**src/rtl/mtest_pkg.sv**
```systemverilog
package mtest_pkg;
  localparam logic [15:0] OFF_RST   = 16'h0000;
  localparam logic [15:0] OFF_PWR   = 16'h0004;
  localparam logic [15:0] OFF_SETUP = 16'h0008;
  localparam logic [15:0] OFF_DONE  = 16'h000C;
  localparam logic [15:0] OFF_GOOD  = 16'h0010;

  typedef enum logic [2:0] {
    SEL_RST,
    SEL_PWR,
    SEL_SETUP,
    SEL_DONE,
    SEL_GOOD,
    SEL_NONE
  } reg_sel_e;
endpackage

```
**src/rtl/mtest_regif.sv**
```systemverilog
module mtest_regif
  import mtest_pkg::*;
#(
  parameter int AW = 16,
  parameter int DW = 32,
  parameter int NG = 32
) (
  input  logic          clk,
  input  logic          rst,
  input  logic          bus_valid,
  input  logic          bus_write,
  input  logic [AW-1:0] bus_addr,
  input  logic [DW-1:0] bus_wdata,
  output logic          bus_rvalid,
  output logic [DW-1:0] bus_rdata,
  output logic [NG-1:0] trig_rst,
  output logic [NG-1:0] trig_pwr,
  output logic [NG-1:0] trig_setup,
  input  logic [NG-1:0] stat_done,
  input  logic [NG-1:0] stat_good
);
  reg_sel_e      sel;
  logic [DW-1:0] rd_mux;
  logic          wr_en;
  logic          rd_en;

  always_comb begin
    if      (bus_addr == AW'(OFF_RST))   sel = SEL_RST;
    else if (bus_addr == AW'(OFF_PWR))   sel = SEL_PWR;
    else if (bus_addr == AW'(OFF_SETUP)) sel = SEL_SETUP;
    else if (bus_addr == AW'(OFF_DONE))  sel = SEL_DONE;
    else if (bus_addr == AW'(OFF_GOOD))  sel = SEL_GOOD;
    else                                 sel = SEL_NONE;
  end

  assign wr_en = bus_valid && bus_write;
  assign rd_en = bus_valid && !bus_write;

  always_ff @(posedge clk) begin
    if (rst) begin
      trig_rst   <= '0;
      trig_pwr   <= '0;
      trig_setup <= '0;
    end else if (wr_en) begin
      case (sel)
        SEL_RST:   trig_rst   <= bus_wdata[NG-1:0];
        SEL_PWR:   trig_pwr   <= bus_wdata[NG-1:0];
        SEL_SETUP: trig_setup <= bus_wdata[NG-1:0];
        default:   ;
      endcase
    end
  end

  always_comb begin
    rd_mux = '0;
    case (sel)
      SEL_RST:   rd_mux[NG-1:0] = trig_rst;
      SEL_PWR:   rd_mux[NG-1:0] = trig_pwr;
      SEL_SETUP: rd_mux[NG-1:0] = trig_setup;
      SEL_DONE:  rd_mux[NG-1:0] = stat_done;
      SEL_GOOD:  rd_mux[NG-1:0] = stat_good;
      default:   ;
    endcase
  end

  always_ff @(posedge clk) begin
    if (rst) begin
      bus_rvalid <= 1'b0;
      bus_rdata  <= '0;
    end else begin
      bus_rvalid <= rd_en;
      if (rd_en) bus_rdata <= rd_mux;
    end
  end


  rvalid_follows_chk: assert property (@(posedge clk) disable iff (rst)
    rd_en |=> bus_rvalid);


  unmapped_zero_chk: assert property (@(posedge clk) disable iff (rst)
    (rd_en && sel == SEL_NONE) |=> (bus_rdata == '0));


  ro_write_keeps_trig_chk: assert property (@(posedge clk) disable iff (rst)
    (wr_en && (sel == SEL_DONE || sel == SEL_GOOD || sel == SEL_NONE))
      |=> ($stable(trig_rst) && $stable(trig_pwr) && $stable(trig_setup)));
endmodule

```
**src/rtl/mtest_grp_status.sv**
```systemverilog
module mtest_grp_status (
  input  logic clk,
  input  logic rst,
  input  logic armed,
  input  logic eng_done,
  input  logic eng_good,
  output logic done_q,
  output logic good_q
);
  always_ff @(posedge clk) begin
    if (rst || !armed) begin
      done_q <= 1'b0;
      good_q <= 1'b0;
    end else if (!done_q && eng_done) begin
      done_q <= 1'b1;
      good_q <= eng_good;
    end
  end


  good_needs_done_chk: assert property (@(posedge clk) disable iff (rst)
    good_q |-> done_q);


  latch_on_done_chk: assert property (@(posedge clk) disable iff (rst)
    (armed && !done_q && eng_done) |=> (done_q && good_q == $past(eng_good)));


  hold_while_armed_chk: assert property (@(posedge clk) disable iff (rst)
    (armed && done_q) |=> (done_q && $stable(good_q)));


  clear_on_disarm_chk: assert property (@(posedge clk) disable iff (rst)
    !armed |=> (!done_q && !good_q));
endmodule

```
**src/rtl/mtest_ctrl_bank.sv**
```systemverilog
module mtest_ctrl_bank #(
  parameter int AW = 16,
  parameter int DW = 32,
  parameter int NG = 32
) (
  input  logic          clk,
  input  logic          rst,
  input  logic          bus_valid,
  input  logic          bus_write,
  input  logic [AW-1:0] bus_addr,
  input  logic [DW-1:0] bus_wdata,
  output logic          bus_rvalid,
  output logic [DW-1:0] bus_rdata,
  output logic [NG-1:0] grp_reset,
  output logic [NG-1:0] grp_pwr_en,
  output logic [NG-1:0] grp_setup,
  input  logic [NG-1:0] eng_done,
  input  logic [NG-1:0] eng_good
);
  logic [NG-1:0] stat_done;
  logic [NG-1:0] stat_good;
  logic [NG-1:0] armed;

  mtest_regif #(.AW(AW), .DW(DW), .NG(NG)) u_regif (
    .clk        (clk),
    .rst        (rst),
    .bus_valid  (bus_valid),
    .bus_write  (bus_write),
    .bus_addr   (bus_addr),
    .bus_wdata  (bus_wdata),
    .bus_rvalid (bus_rvalid),
    .bus_rdata  (bus_rdata),
    .trig_rst   (grp_reset),
    .trig_pwr   (grp_pwr_en),
    .trig_setup (grp_setup),
    .stat_done  (stat_done),
    .stat_good  (stat_good)
  );

  for (genvar g = 0; g < NG; g++) begin : g_grp
    assign armed[g] = grp_reset[g] & grp_pwr_en[g] & grp_setup[g];

    mtest_grp_status u_stat (
      .clk      (clk),
      .rst      (rst),
      .armed    (armed[g]),
      .eng_done (eng_done[g]),
      .eng_good (eng_good[g]),
      .done_q   (stat_done[g]),
      .good_q   (stat_good[g])
    );
  end


  done_needs_arm_chk: assert property (@(posedge clk) disable iff (rst)
    ((stat_done & ~$past(armed)) == '0));
endmodule

```
**config.mk**
```make
export PLATFORM = sky130hd
export DESIGN_NAME = mtest_ctrl_bank
export DESIGN_NICKNAME = d
export VERILOG_FILES = /design/src/rtl/mtest_pkg.sv /design/src/rtl/mtest_regif.sv /design/src/rtl/mtest_grp_status.sv /design/src/rtl/mtest_ctrl_bank.sv
export SDC_FILE = /design/constraint.sdc
export NUM_CORES = 1
export LEC_CHECK = 0
export BUFFER_PORTS_ARGS = -buffer_cell sky130_fd_sc_hd__buf_2
export CORE_MARGIN = 5
export CORE_UTILIZATION = 54
export CTS_BUF_LIST = sky130_fd_sc_hd__clkbuf_4
export DETAILED_ROUTE_END_ITERATION = 8
export GPL_TIMING_DRIVEN = 0
export PLACE_DENSITY = 0.83
export SLEW_MARGIN = 40
export SYNTH_ARGS = -nofsm -noshare
export SYNTH_HDL_FRONTEND = slang
export SYNTH_HIERARCHICAL = 1
export SYNTH_SLANG_ARGS = --single-unit
```
**constraint.sdc**
```tcl
create_clock -name clk -period 3.5 [get_ports clk]
set_clock_uncertainty 0.2 [all_clocks]
set_input_delay 0.35 -clock clk [delete_from_list [all_inputs] [get_ports clk]]
set_output_delay 0.35 -clock clk [all_outputs]
set_load 0.01 [all_outputs]
```
==> results of run 1 <==
==> registers in the layout, indices dropped and copies added (netlist names) <==
name	count
u_regif/trig_rst	32
u_regif/bus_rdata	32
g_grp.u_stat/good_q	32
u_regif/bus_rvalid	1
u_regif/trig_pwr	32
g_grp.u_stat/done_q	32
u_regif/trig_setup	32
==> how the worst max path moves through the flow <==
stage / startpoint / endpoint / slack (ns)
2_1_floorplan: bus_addr[9] / u_regif/trig_setup[10] / 0.78
3_3_place_gp: bus_addr[15] / u_regif/bus_rdata[1] / 0.24
3_5_place_dp: bus_addr[15] / u_regif/bus_rdata[4] / 0.19
4_1_cts: bus_addr[2] / u_regif/bus_rdata[24] / 0.37
5_1_grt: bus_addr[2] / u_regif/bus_rdata[17] / 0.54
6_report: bus_addr[2] / u_regif/bus_rdata[17] / 0.57
==> layout by cell type (no fill, tap or decap), types with 2 or more instances in the layout <==
master         count
buf_2            260
nand2_1          195
dfxtp_1          193
dlygate4sd3_1    109
nor2_1            98
a21oi_1           67
and3_1            33
nand2b_1          33
o21ai_0           33
nor2b_4           32
mux2i_1           32
mux4_2            32
a22oi_1           32
nand2_2           30
a21oi_2           30
clkbuf_1          27
clkbuf_4          18
inv_6              5
buf_6              5
clkinv_2           3
clkinv_4           3
or4_1              3
buf_8              3
clkbuf_2           3
diode_2            2
clkinvlp_4         2
or4_4              2
==> per-stage QoR <==
stage,hold WS (ns),instances
3_5_place_dp,0.237,1364
5_1_grt,0.0529,1506
3_3_place_gp,0.230,1364
6_report,0.0774,1507
2_1_floorplan,0.239,909
4_1_cts,0.0397,1505
==> layer usage <==
metal	up-vias	wire [µm]	track usage
met5	-	0	0
met4	0	1030	0.142
met3	100	2630	0.0698
met2	489	13800	0.517
met1	3887	10900	0.369
li1	3851	-	-
==> final cells by class <==
class / instances / area (µm²)
diodes: 2 / 5.00
plain buffers: 54 / 298
clock buffers: 18 / 135
clock inverters: 14 / 130
fillers: 1104 / 3980
inverters: 1 / 3.75
multi-input cells: 661 / 4320
flip-flops and latches: 193 / 3860
well taps: 211 / 264
repair buffers: 353 / 2310
==> logic make-up (layout without fill, tap and decap cells) <==
group,count (synthesis),after routing
other cells,0,2
mux,64,64
buf+inv,55,440
simple gates,435,435
flops,193,193
compound gates,162,162
==> power breakdown <==
part / switching, mW / total [mW] / internal (mW)
Sequential: 0.0000823 / 2.20 / 2.20
Combinational: 0.152 / 0.350 / 0.198
Clock: 0.790 / 1.16 / 0.371
Total: 0.942 / 3.71 / 2.77
==> tightest hold or removal path, delay by kind of cell <==
kind | cells | cell delay [ns]
simple gates | 2 | 0.29
compound gates | 1 | 0.11
buf+inv | 1 | 0.09
==> synth_stat cells (3+ instances only) <==
library cell / count / share of area
and3_1: 33 / 0.024
nor2_1: 98 / 0.043
mux2i_1: 32 / 0.038
dfxtp_1: 193 / 0.46
a22oi_1: 32 / 0.028
clkbuf_1: 29 / 0.013
nand2b_1: 33 / 0.024
nand2_1: 195 / 0.086
buf_6: 5 / 0.0066
nor2b_4: 32 / 0.052
a21oi_1: 67 / 0.040
mux4_2: 32 / 0.085
or4_1: 3 / 0.0027
nand2_2: 30 / 0.022
buf_8: 3 / 0.0053
o21ai_0: 33 / 0.019
buf_2: 15 / 0.0089
a21oi_2: 30 / 0.031
==> metrics.txt, run 1 <==
required arrival time at the worst endpoint 3.76 ns; Net Count, Synth 1,025; number of instances on the worst hold path 4; outcome finished clean; half-perimeter wire length after placement 18.6 mm; sequential cell area fraction in the yosys report 0.456; leakage dissipation 4.82 nW; nature of the critical path endpoint register; Crit Path Max Fanout 10; placed cell area 9970 µm²; Max H-tree Level 4; largest family of logic cells by synthesized area simple AND/OR/NAND/NOR gates; Synth Area in Adders 0; simple-gate portion of the synthesized area 0.268; clock sinks 193; remaining antenna violation count after routing 0; largest delay contributor family on the critical path buffers and inverters; endpoint of the worst-slack reg-to-reg timing path g_grp[19].u_stat/good_q; total CTS buffers 17; die extent in y 135 µm; worst hold start bus_addr[5]; pin count of the biggest net entering global routing 34; final setup violation count 0; primary flip-flop cell chosen by synthesis mapping dfxtp_1; setup ws final 0.575 ns; most repeated library cell on the critical path buf_2; Clock Tree Root clkbuf_4; Routed WL 28.3 mm; Clk Latency, worst-skew pair 0.61 ns; worst path bufs/invs 5; cell breakdown of the critical path dlygate4sd3_1 -> buf_2 -> buf_2 -> clkbuf_2 -> clkbuf_1 -> mux4_2 -> a22oi_1 -> o21ai_0; worst min-delay path class in2reg; multiplexer fraction of the synthesized cell area 0.123; DRC errors left 0; Crit Reg-Reg Startpoint g_grp[19].u_stat/done_q; Std-Cell Core Area 15,300 µm²; top-level I/O count 245; overall die area 18,300 µm²; Levels on crit path 8; number of enable-type register cells in the synthesized netlist 0; Period minus WS final 2.93 ns; crit path max-delay cell type clkbuf_1; total number of vias 8,327; hold buffer count at cts 109; setup total negative slack 0 ns; routed len/inst 18.8 µm; Worst Reg-to-Reg Cells 4; delay of the slowest cell on the worst path 0.63 ns; number of standard-cell rows in the floorplan 45; CP Data Arrival Time 3.18 ns; post-synthesis to final-layout area growth 33.6%; Hold EP u_regif/bus_rdata[0]; total congestion overflow after global routing 0; proportion of layout cells with a drive suffix above 1 0.335; CTS tree built; Initial DRT Pass Iterations 8; hold violation count in the final report 0; count of yosys warnings during synthesis 6; power after layout 3.71 mW; via count of the first global-routing pass 8,300; fraction of the core area covered by cells at the end of the flow 0.740; global-route usage over all layers 0.305; Startpoint Class input port; final cycle utilization of the critical path 0.836; number of maximum-capacitance constraint violations 0; Pins Over Slew Limit 0; Synth Instances 909; average cell area after synthesis 9.33 µm²; detailed-route vias per instance 5.53; Die Wd 135 µm; share of the synthesized area in compound gates (AO/OA/AOI/OAI) 0.118; number of nets in the layout 1,397; starting density of the core 0.554; Peak Freq 342 MHz; class of the most critical setup path in2reg; global-route wire length before repair 43.8 mm; post-synthesis cell type count 30; unrepaired setup endpoints after global routing no; parity-gate share of the synthesized area counting xor and xnor cells 0; share of flip-flops with an asynchronous set or reset after synthesis 0; post-route design area 11,300 µm²; Post-CTS Resized 0; number of register bits inferred by synthesis 193; routability congestion estimate from global placement 0.836; Max VDD drop 246 µV; number of I/O port buffers 244; pwr dens 327 nW/µm²; Slew @ Worst Pin 0.861 ns; buffer levels on the longest clock path 2; max-slew headroom at the worst pin 0.426; worst setup timing slack at the placement stage 0.190 ns; clock transition at the registers of the reported paths 0.16 ns; register-to-register setup slack 1.77 ns; initial DRC count 693; post-CTS setup buffer count 0; post-synthesis instance area 8480 µm²; initial antenna violation count 1
Power figures use the tool's default switching activity.
==> run 2: changes to the inputs <==
==> constraint.sdc (replaced) <==
create_clock -name clk -period 3 [get_ports clk]
set_clock_uncertainty 0.2 [all_clocks]
set_input_delay 0.3 -clock clk [delete_from_list [all_inputs] [get_ports clk]]
set_output_delay 0.3 -clock clk [all_outputs]
set_load 0.01 [all_outputs]
==> run 2 against run 1 <==
Die area stayed put. Critical path depth is the same. Design area increased by 0.18%.
==> metrics.txt, run 2 (synthesis results as in run 1) <==
placed cell area 9970 µm² (unchanged); initial antenna violation count 1 (unchanged); Slew @ Worst Pin 0.864 ns (was 0.861 ns); filler cell count in the final layout 1,105 (was 1,104); Crit Path Max Fanout 10 (unchanged); number of I/O port buffers 244 (unchanged); non-filler cells, final 1,509 (was 1,507); Max H-tree Level 4 (unchanged); initial DRC count 726 (was 693); number of instances on the worst hold path 4 (unchanged); overall die area 18,300 µm² (unchanged); final cycle utilization of the critical path 0.917; clock transition at the registers of the reported paths 0.16 ns (about the same); Initial DRT Pass Iterations 6 (was 8); power share of the sequential group 0.592 (was 0.593); post-synthesis to final-layout area growth 33.9% (was 33.6%); total congestion overflow after global routing 0 (unchanged); nature of the critical path endpoint register (unchanged); Clk Latency, worst-skew pair 0.60 ns (was 0.61 ns); CP Data Arrival Time 3.03 ns (was 3.18 ns); switching power as a share of total power 0.254 (about the same); via count of the first global-routing pass 8,344 (was 8,300); die extent in y 135 µm (unchanged); unrepaired setup endpoints after global routing no (unchanged); outcome finished clean (unchanged); post-CTS setup buffer count 0 (unchanged); clock sinks 193 (unchanged); worst slack on hold paths 0.0640 ns (was 0.0774 ns); global-route usage over all layers 0.305 (about the same); pin count of the biggest net entering global routing 34 (unchanged); DRC errors left 0 (unchanged); Worst Reg-to-Reg Cells 4 (unchanged); Startpoint Class input port (unchanged); clock network fraction of design power 0.313 (about the same); number of standard-cell rows in the floorplan 45 (unchanged); class of the most critical setup path in2reg (unchanged); Routed WL 28.3 mm (about the same); detailed-route vias per instance 5.51 (was 5.53); Peak Freq 363 MHz; top-level I/O count 245 (unchanged); met1 routed wirelength after detailed routing 11.1 mm (was 10.9 mm); buffer levels on the longest clock path 2 (unchanged); Max VDD drop 287 µV (was 246 µV); CTS tree built (unchanged); Clock Tree Root clkbuf_4 (unchanged); required arrival time at the worst endpoint 3.28 ns (was 3.76 ns); cell-internal power 3.23 mW (was 2.77 mW); max-slew headroom at the worst pin 0.424 (was 0.426); routed len/inst 18.8 µm (about the same); combinational fraction of design power 0.095 (was 0.094); top library cells by usage in the layout, fill and taps aside 260 x buf_2, 195 x nand2_1, 193 x dfxtp_1 (unchanged); worst min-delay path class in2reg (unchanged); Period minus WS final 2.75 ns; final setup violation count 0 (unchanged); Pins Over Slew Limit 0 (unchanged); post-route design area 11,400 µm² (was 11,300 µm²); power after layout 4.33 mW (was 3.71 mW); most common library cell in the layout ignoring fill and taps buf_2 (unchanged); met3 wire length 2.44 mm (was 2.63 mm); number of maximum-capacitance constraint violations 0 (unchanged); met2 WL post-DR 13.8 mm (about the same); topmost layer with routed signal wires met4 (unchanged); Std-Cell Core Area 15,300 µm² (unchanged); number of placed instances, taps included 1,364 (unchanged); pwr dens 381 nW/µm² (was 327 nW/µm²); Die Wd 135 µm (unchanged); global-route wire length before repair 43.8 mm (about the same); starting density of the core 0.554 (unchanged); proportion of layout cells with a drive suffix above 1 0.335 (about the same); total number of vias 8,310 (was 8,327); leakage dissipation 4.83 nW (was 4.82 nW); total CTS buffers 17 (unchanged); routability congestion estimate from global placement 0.836 (unchanged); number of nets in the layout 1,399 (was 1,397); half-perimeter wire length after placement 18.6 mm (unchanged); remaining antenna violation count after routing 0 (unchanged); Net Sw Power 1.10 mW (was 942 µW); hold violation count in the final report 0 (unchanged)
[run 2: changes by cell type in the layout (fill, tap and decap cells not counted), sizes merged]
cell / change
dlygate4sd3: +2
[run 2: stage by stage]
step           utilization  TNS, ns  worst slack (ns)
4_1_cts              0.741        0            0.0566
3_5_place_dp         0.651    -5.25            -0.260
6_report             0.741        0             0.248
2_1_floorplan            -        0             0.326
3_3_place_gp         0.651    -4.25            -0.207
5_1_grt              0.741        0             0.159
[run 2: final timing paths]
path,startpoint,endpoint,slack [ns]
max reg2reg,g_grp[25].u_stat/done_q,g_grp[25].u_stat/good_q,1.42
min,bus_addr[4],u_regif/bus_rdata[0],0.06
max,bus_addr[3],u_regif/bus_rdata[8],0.25
min reg2reg,u_regif/bus_rdata[9],u_regif/bus_rdata[9],0.27
[run 2: cell type report]
class,instances,area [µm²],area share
sequential,193,3860,0.340
buffer,54,298,0.0262
antenna,2,5.00,0.000441
timing repair buffer,355,2330,0.205
multi-input combinational,661,4320,0.381
inverter,1,3.75,0.000331
clock buffer,18,135,0.0119
tap,211,264,0.0233
clock inverter,14,130,0.0115
[run 2: power by group through the flow]
stage	Combinational, mW	Clock (mW)	Sequential, mW
floorplan	0.146	0	2.62
global placement	0.282	0	2.62
detailed placement	0.286	0	2.62
CTS	0.401	1.37	2.57
global route	0.435	1.48	2.57
finish	0.409	1.36	2.57
[run 2: repair_timing]
action                                 in CTS  in global routing
endpoints found under the hold margin     163                  0
hold buffers                              111                  0
gates resized for setup                     0                  0
[run 2: critical path, cell delays in order]
cell and delay, ns:
dlygate4sd3_1 0.58, buf_2 0.14, buf_2 0.27, clkbuf_2 0.42, clkbuf_1 0.64, mux4_2 0.40, a22oi_1 0.17, o21ai_0 0.11
[run 2: per-layer routing]
metal / GRT usage / up-vias
met4: 0.140 / 0
met3: 0.0643 / 97
li1: - / 3848
met5: 0 / -
met2: 0.517 / 432
met1: 0.372 / 3933
==> run 3: changes to the inputs <==
==> constraint.sdc (replaced) <==
create_clock -name clk -period 3 [get_ports clk]
set_clock_uncertainty 0.2 [all_clocks]
set_input_delay 0 -clock clk [delete_from_list [all_inputs] [get_ports clk]]
set_output_delay 0 -clock clk [all_outputs]
set_load 0.01 [all_outputs]
==> run 3 against run 2 <==
The flow now stops in clock tree synthesis (4_1_cts). Synthesized cell count unchanged. Area after synthesis unchanged.
==> metrics.txt, run 3 <==
top-level I/O count 245 (unchanged); number of placed instances, taps included 1,364 (unchanged); post-synthesis instance area 8480 µm² (unchanged); placed cell area 9970 µm² (unchanged); Post-CTS Resized 0 (unchanged); sequential cell area fraction in the yosys report 0.456 (unchanged); post-synthesis cell type count 30 (unchanged); Synth Instances 909 (unchanged); post-synth top area cell dfxtp_1 (unchanged); Die Wd 135 µm (unchanged); Max H-tree Level 4 (unchanged); count of yosys warnings during synthesis 6 (unchanged); number of register bits inferred by synthesis 193 (unchanged); Net Count, Synth 1,025 (unchanged); post-CTS setup buffer count 0 (unchanged); dominant cell by count in the synthesized netlist nand2_1 (unchanged); half-perimeter wire length after placement 18.6 mm (unchanged); outcome aborted with a tool error (was finished clean); starting density of the core 0.554 (unchanged); share of flip-flops with an asynchronous set or reset after synthesis 0 (unchanged); clock sinks 193 (unchanged); fraction of synthesized cell area taken by the top area cell type 0.456 (unchanged); die extent in y 135 µm (unchanged); last stage the flow got to clock tree synthesis (4_1_cts); average cell area after synthesis 9.33 µm² (unchanged); total CTS buffers 17 (unchanged); buffer levels on the longest clock path 2 (unchanged); number of I/O port buffers 244 (unchanged); top area cells in the synthesized netlist dfxtp_1 46%, nand2_1 8.6%, mux4_2 8.5% (unchanged); Clock Tree Root clkbuf_4 (unchanged); routability congestion estimate from global placement 0.836 (unchanged); number of enable-type register cells in the synthesized netlist 0 (unchanged); number of standard-cell rows in the floorplan 45 (unchanged); Synth top cells by count 195 x nand2_1, 193 x dfxtp_1, 98 x nor2_1 (unchanged); hold buffer count at cts 283 (was 111); error message [ERROR RSZ-0060] Max buffer count reached.; primary flip-flop cell chosen by synthesis mapping dfxtp_1 (unchanged)
[run 3: cell families after synthesis]
family          after synthesis  share of synthesized area
simple gates                435                      0.268
flops                       193                      0.456
compound gates              162                      0.118
mux                          64                      0.123
buf+inv                      55                     0.0350
[run 3: stage by stage]
step | hold slack, ns | setup WS [ns] | utilization
global placement | 0.0112 | 0.0931 | 0.651
detailed placement | 0.0121 | 0.0402 | 0.651
floorplan | -0.111 | 0.626 | -
==> run 4: changes to the inputs <==
--- a/config.mk
+++ b/config.mk
@@ -7,11 +7,10 @@
 export LEC_CHECK = 0
 export BUFFER_PORTS_ARGS = -buffer_cell sky130_fd_sc_hd__buf_2
 export CORE_MARGIN = 5
-export CORE_UTILIZATION = 54
-export CTS_BUF_LIST = sky130_fd_sc_hd__clkbuf_4
+export CORE_UTILIZATION = 40
 export DETAILED_ROUTE_END_ITERATION = 8
 export GPL_TIMING_DRIVEN = 0
-export PLACE_DENSITY = 0.83
+export PLACE_DENSITY_LB_ADDON = 0.15
 export SLEW_MARGIN = 40
 export SYNTH_ARGS = -nofsm -noshare
 export SYNTH_HDL_FRONTEND = slang
==> run 4 against run 3 <==
The run now ends clean.
==> metrics.txt, run 4 (synthesis results as in run 1) <==
clock sinks 193 (unchanged); Max H-tree Level 4 (unchanged); setup total negative slack 0 ns; leakage dissipation 4.96 nW; number of standard-cell rows in the floorplan 53 (was 45); remaining antenna violation count after routing 0; Peak Freq 338 MHz; detailed-route vias per instance 5.00; hold violation count in the final report 0; CP Data Arrival Time 3.12 ns; Pins Over Slew Limit 0; Clock Tree Root clkbuf_16 (was clkbuf_4); DRC errors left 0; filler cell count in the final layout 1,969; overall die area 24,200 µm²; Period minus WS final 2.96 ns; Slew @ Worst Pin 0.901 ns; pin count of the biggest net entering global routing 34; Die Wd 156 µm (was 135 µm); max-slew headroom at the worst pin 0.399; half-perimeter wire length after placement 19.4 mm (was 18.6 mm); routability congestion estimate from global placement 0.794 (was 0.836); Std-Cell Core Area 21,000 µm²; top-level I/O count 245 (unchanged); die extent in y 156 µm (was 135 µm); class of the most critical setup path in2reg; top library cells by usage in the layout, fill and taps aside 261 x buf_2, 195 x nand2_1, 193 x dfxtp_1; required arrival time at the worst endpoint 3.16 ns; total number of vias 7,848; Max VDD drop 362 µV; post-synthesis to final-layout area growth 38.1%; nature of the critical path endpoint register; number of nets in the layout 1,398; CTS tree built; initial DRC count 410; Clk Latency, worst-skew pair 0.43 ns; final setup violation count 0; starting density of the core 0.405 (was 0.554); routed len/inst 17.8 µm; worst slack on hold paths 0.0740 ns; most common library cell in the layout ignoring fill and taps buf_2; pwr dens 440 nW/µm²; proportion of layout cells with a drive suffix above 1 0.337; via count of the first global-routing pass 7,633; number of I/O port buffers 244 (unchanged); buffer levels on the longest clock path 2 (unchanged); number of maximum-capacitance constraint violations 0; Initial DRT Pass Iterations 5; global-route wire length before repair 42.9 mm; total congestion overflow after global routing 0; Crit Path Max Fanout 7; global-route usage over all layers 0.226; clock transition at the registers of the reported paths 0.07 ns; unrepaired setup endpoints after global routing no; worst min-delay path class in2reg; final cycle utilization of the critical path 0.987; Routed WL 27.9 mm; total CTS buffers 17 (unchanged); Startpoint Class input port; initial antenna violation count 0; n_diodes 0; outcome finished clean (was aborted with a tool error)
[run 4: cell type report]
| cell class | instances | area [µm²] | area share |
|---|---|---|---|
| flip-flops and latches | 193 | 3860 | 0.330 |
| repair buffers | 354 | 2320 | 0.198 |
| clock buffers | 18 | 439 | 0.0375 |
| well taps | 275 | 344 | 0.0294 |
| multi-input cells | 661 | 4320 | 0.369 |
| inverters | 1 | 3.75 | 0.000320 |
| clock inverters | 13 | 121 | 0.0104 |
| plain buffers | 54 | 300 | 0.0256 |
[run 4: repair_timing]
item                                    4_1_cts  5_1_grt
endpoints found under the setup margin        0        6
hold buffers                                109        0
hold endpoints to repair                    163        0
setup buffers                                 0        0
gates resized for setup                       0        6
[run 4: report_power, final]
group,switching [mW],internal [mW]
Sequential,0.000118,2.56
Combinational,0.178,0.230
Clock,1.08,1.11
Total,1.26,3.90
[run 4: metal layers]
metal / vias to the layer above / GRT usage / part of all wire
met5: - / 0 / 0
met4: 0 / 0.0638 / 0.019
met3: 33 / 0.0541 / 0.076
met2: 277 / 0.366 / 0.46
met1: 3702 / 0.304 / 0.44
li1: 3836 / - / -
[run 4: worst max-delay path, stage by stage]
cell	delay (ns)
dlygate4sd3_1	0.56
buf_2	0.14
or4_4	0.51
dlygate4sd3_1	0.59
buf_6	0.15
nor3_2	0.31
dlygate4sd3_1	0.66
nand2_1	0.07
a21oi_1	0.13
[run 4: through the flow]
step | utilization | worst slack, ns | cells | total power [mW] | cell area [µm²]
finish | 0.559 | 0.0389 | 1569 | 5.16 | 11700
CTS | 0.558 | 0.0825 | 1568 | 5.21 | 11700
global route | 0.559 | 0.00489 | 1569 | 5.35 | 11700
detailed placement | 0.480 | 0.243 | 1428 | 2.91 | 10100
floorplan | - | 0.626 | 909 | 2.77 | 8480
global placement | 0.479 | 0.0734 | 1428 | 2.91 | 10000
[run 4: final timing paths]
path                                 from                      end  slack (ns)  cells after the start
setup reg to reg  g_grp[29].u_stat/done_q  g_grp[29].u_stat/good_q        1.43                      4
hold reg to reg     u_regif/bus_rdata[10]    u_regif/bus_rdata[10]        0.26                      2
setup / recovery              bus_addr[4]     u_regif/trig_pwr[31]        0.04                      9
hold / removal               bus_addr[10]    u_regif/bus_rdata[31]        0.07                      5
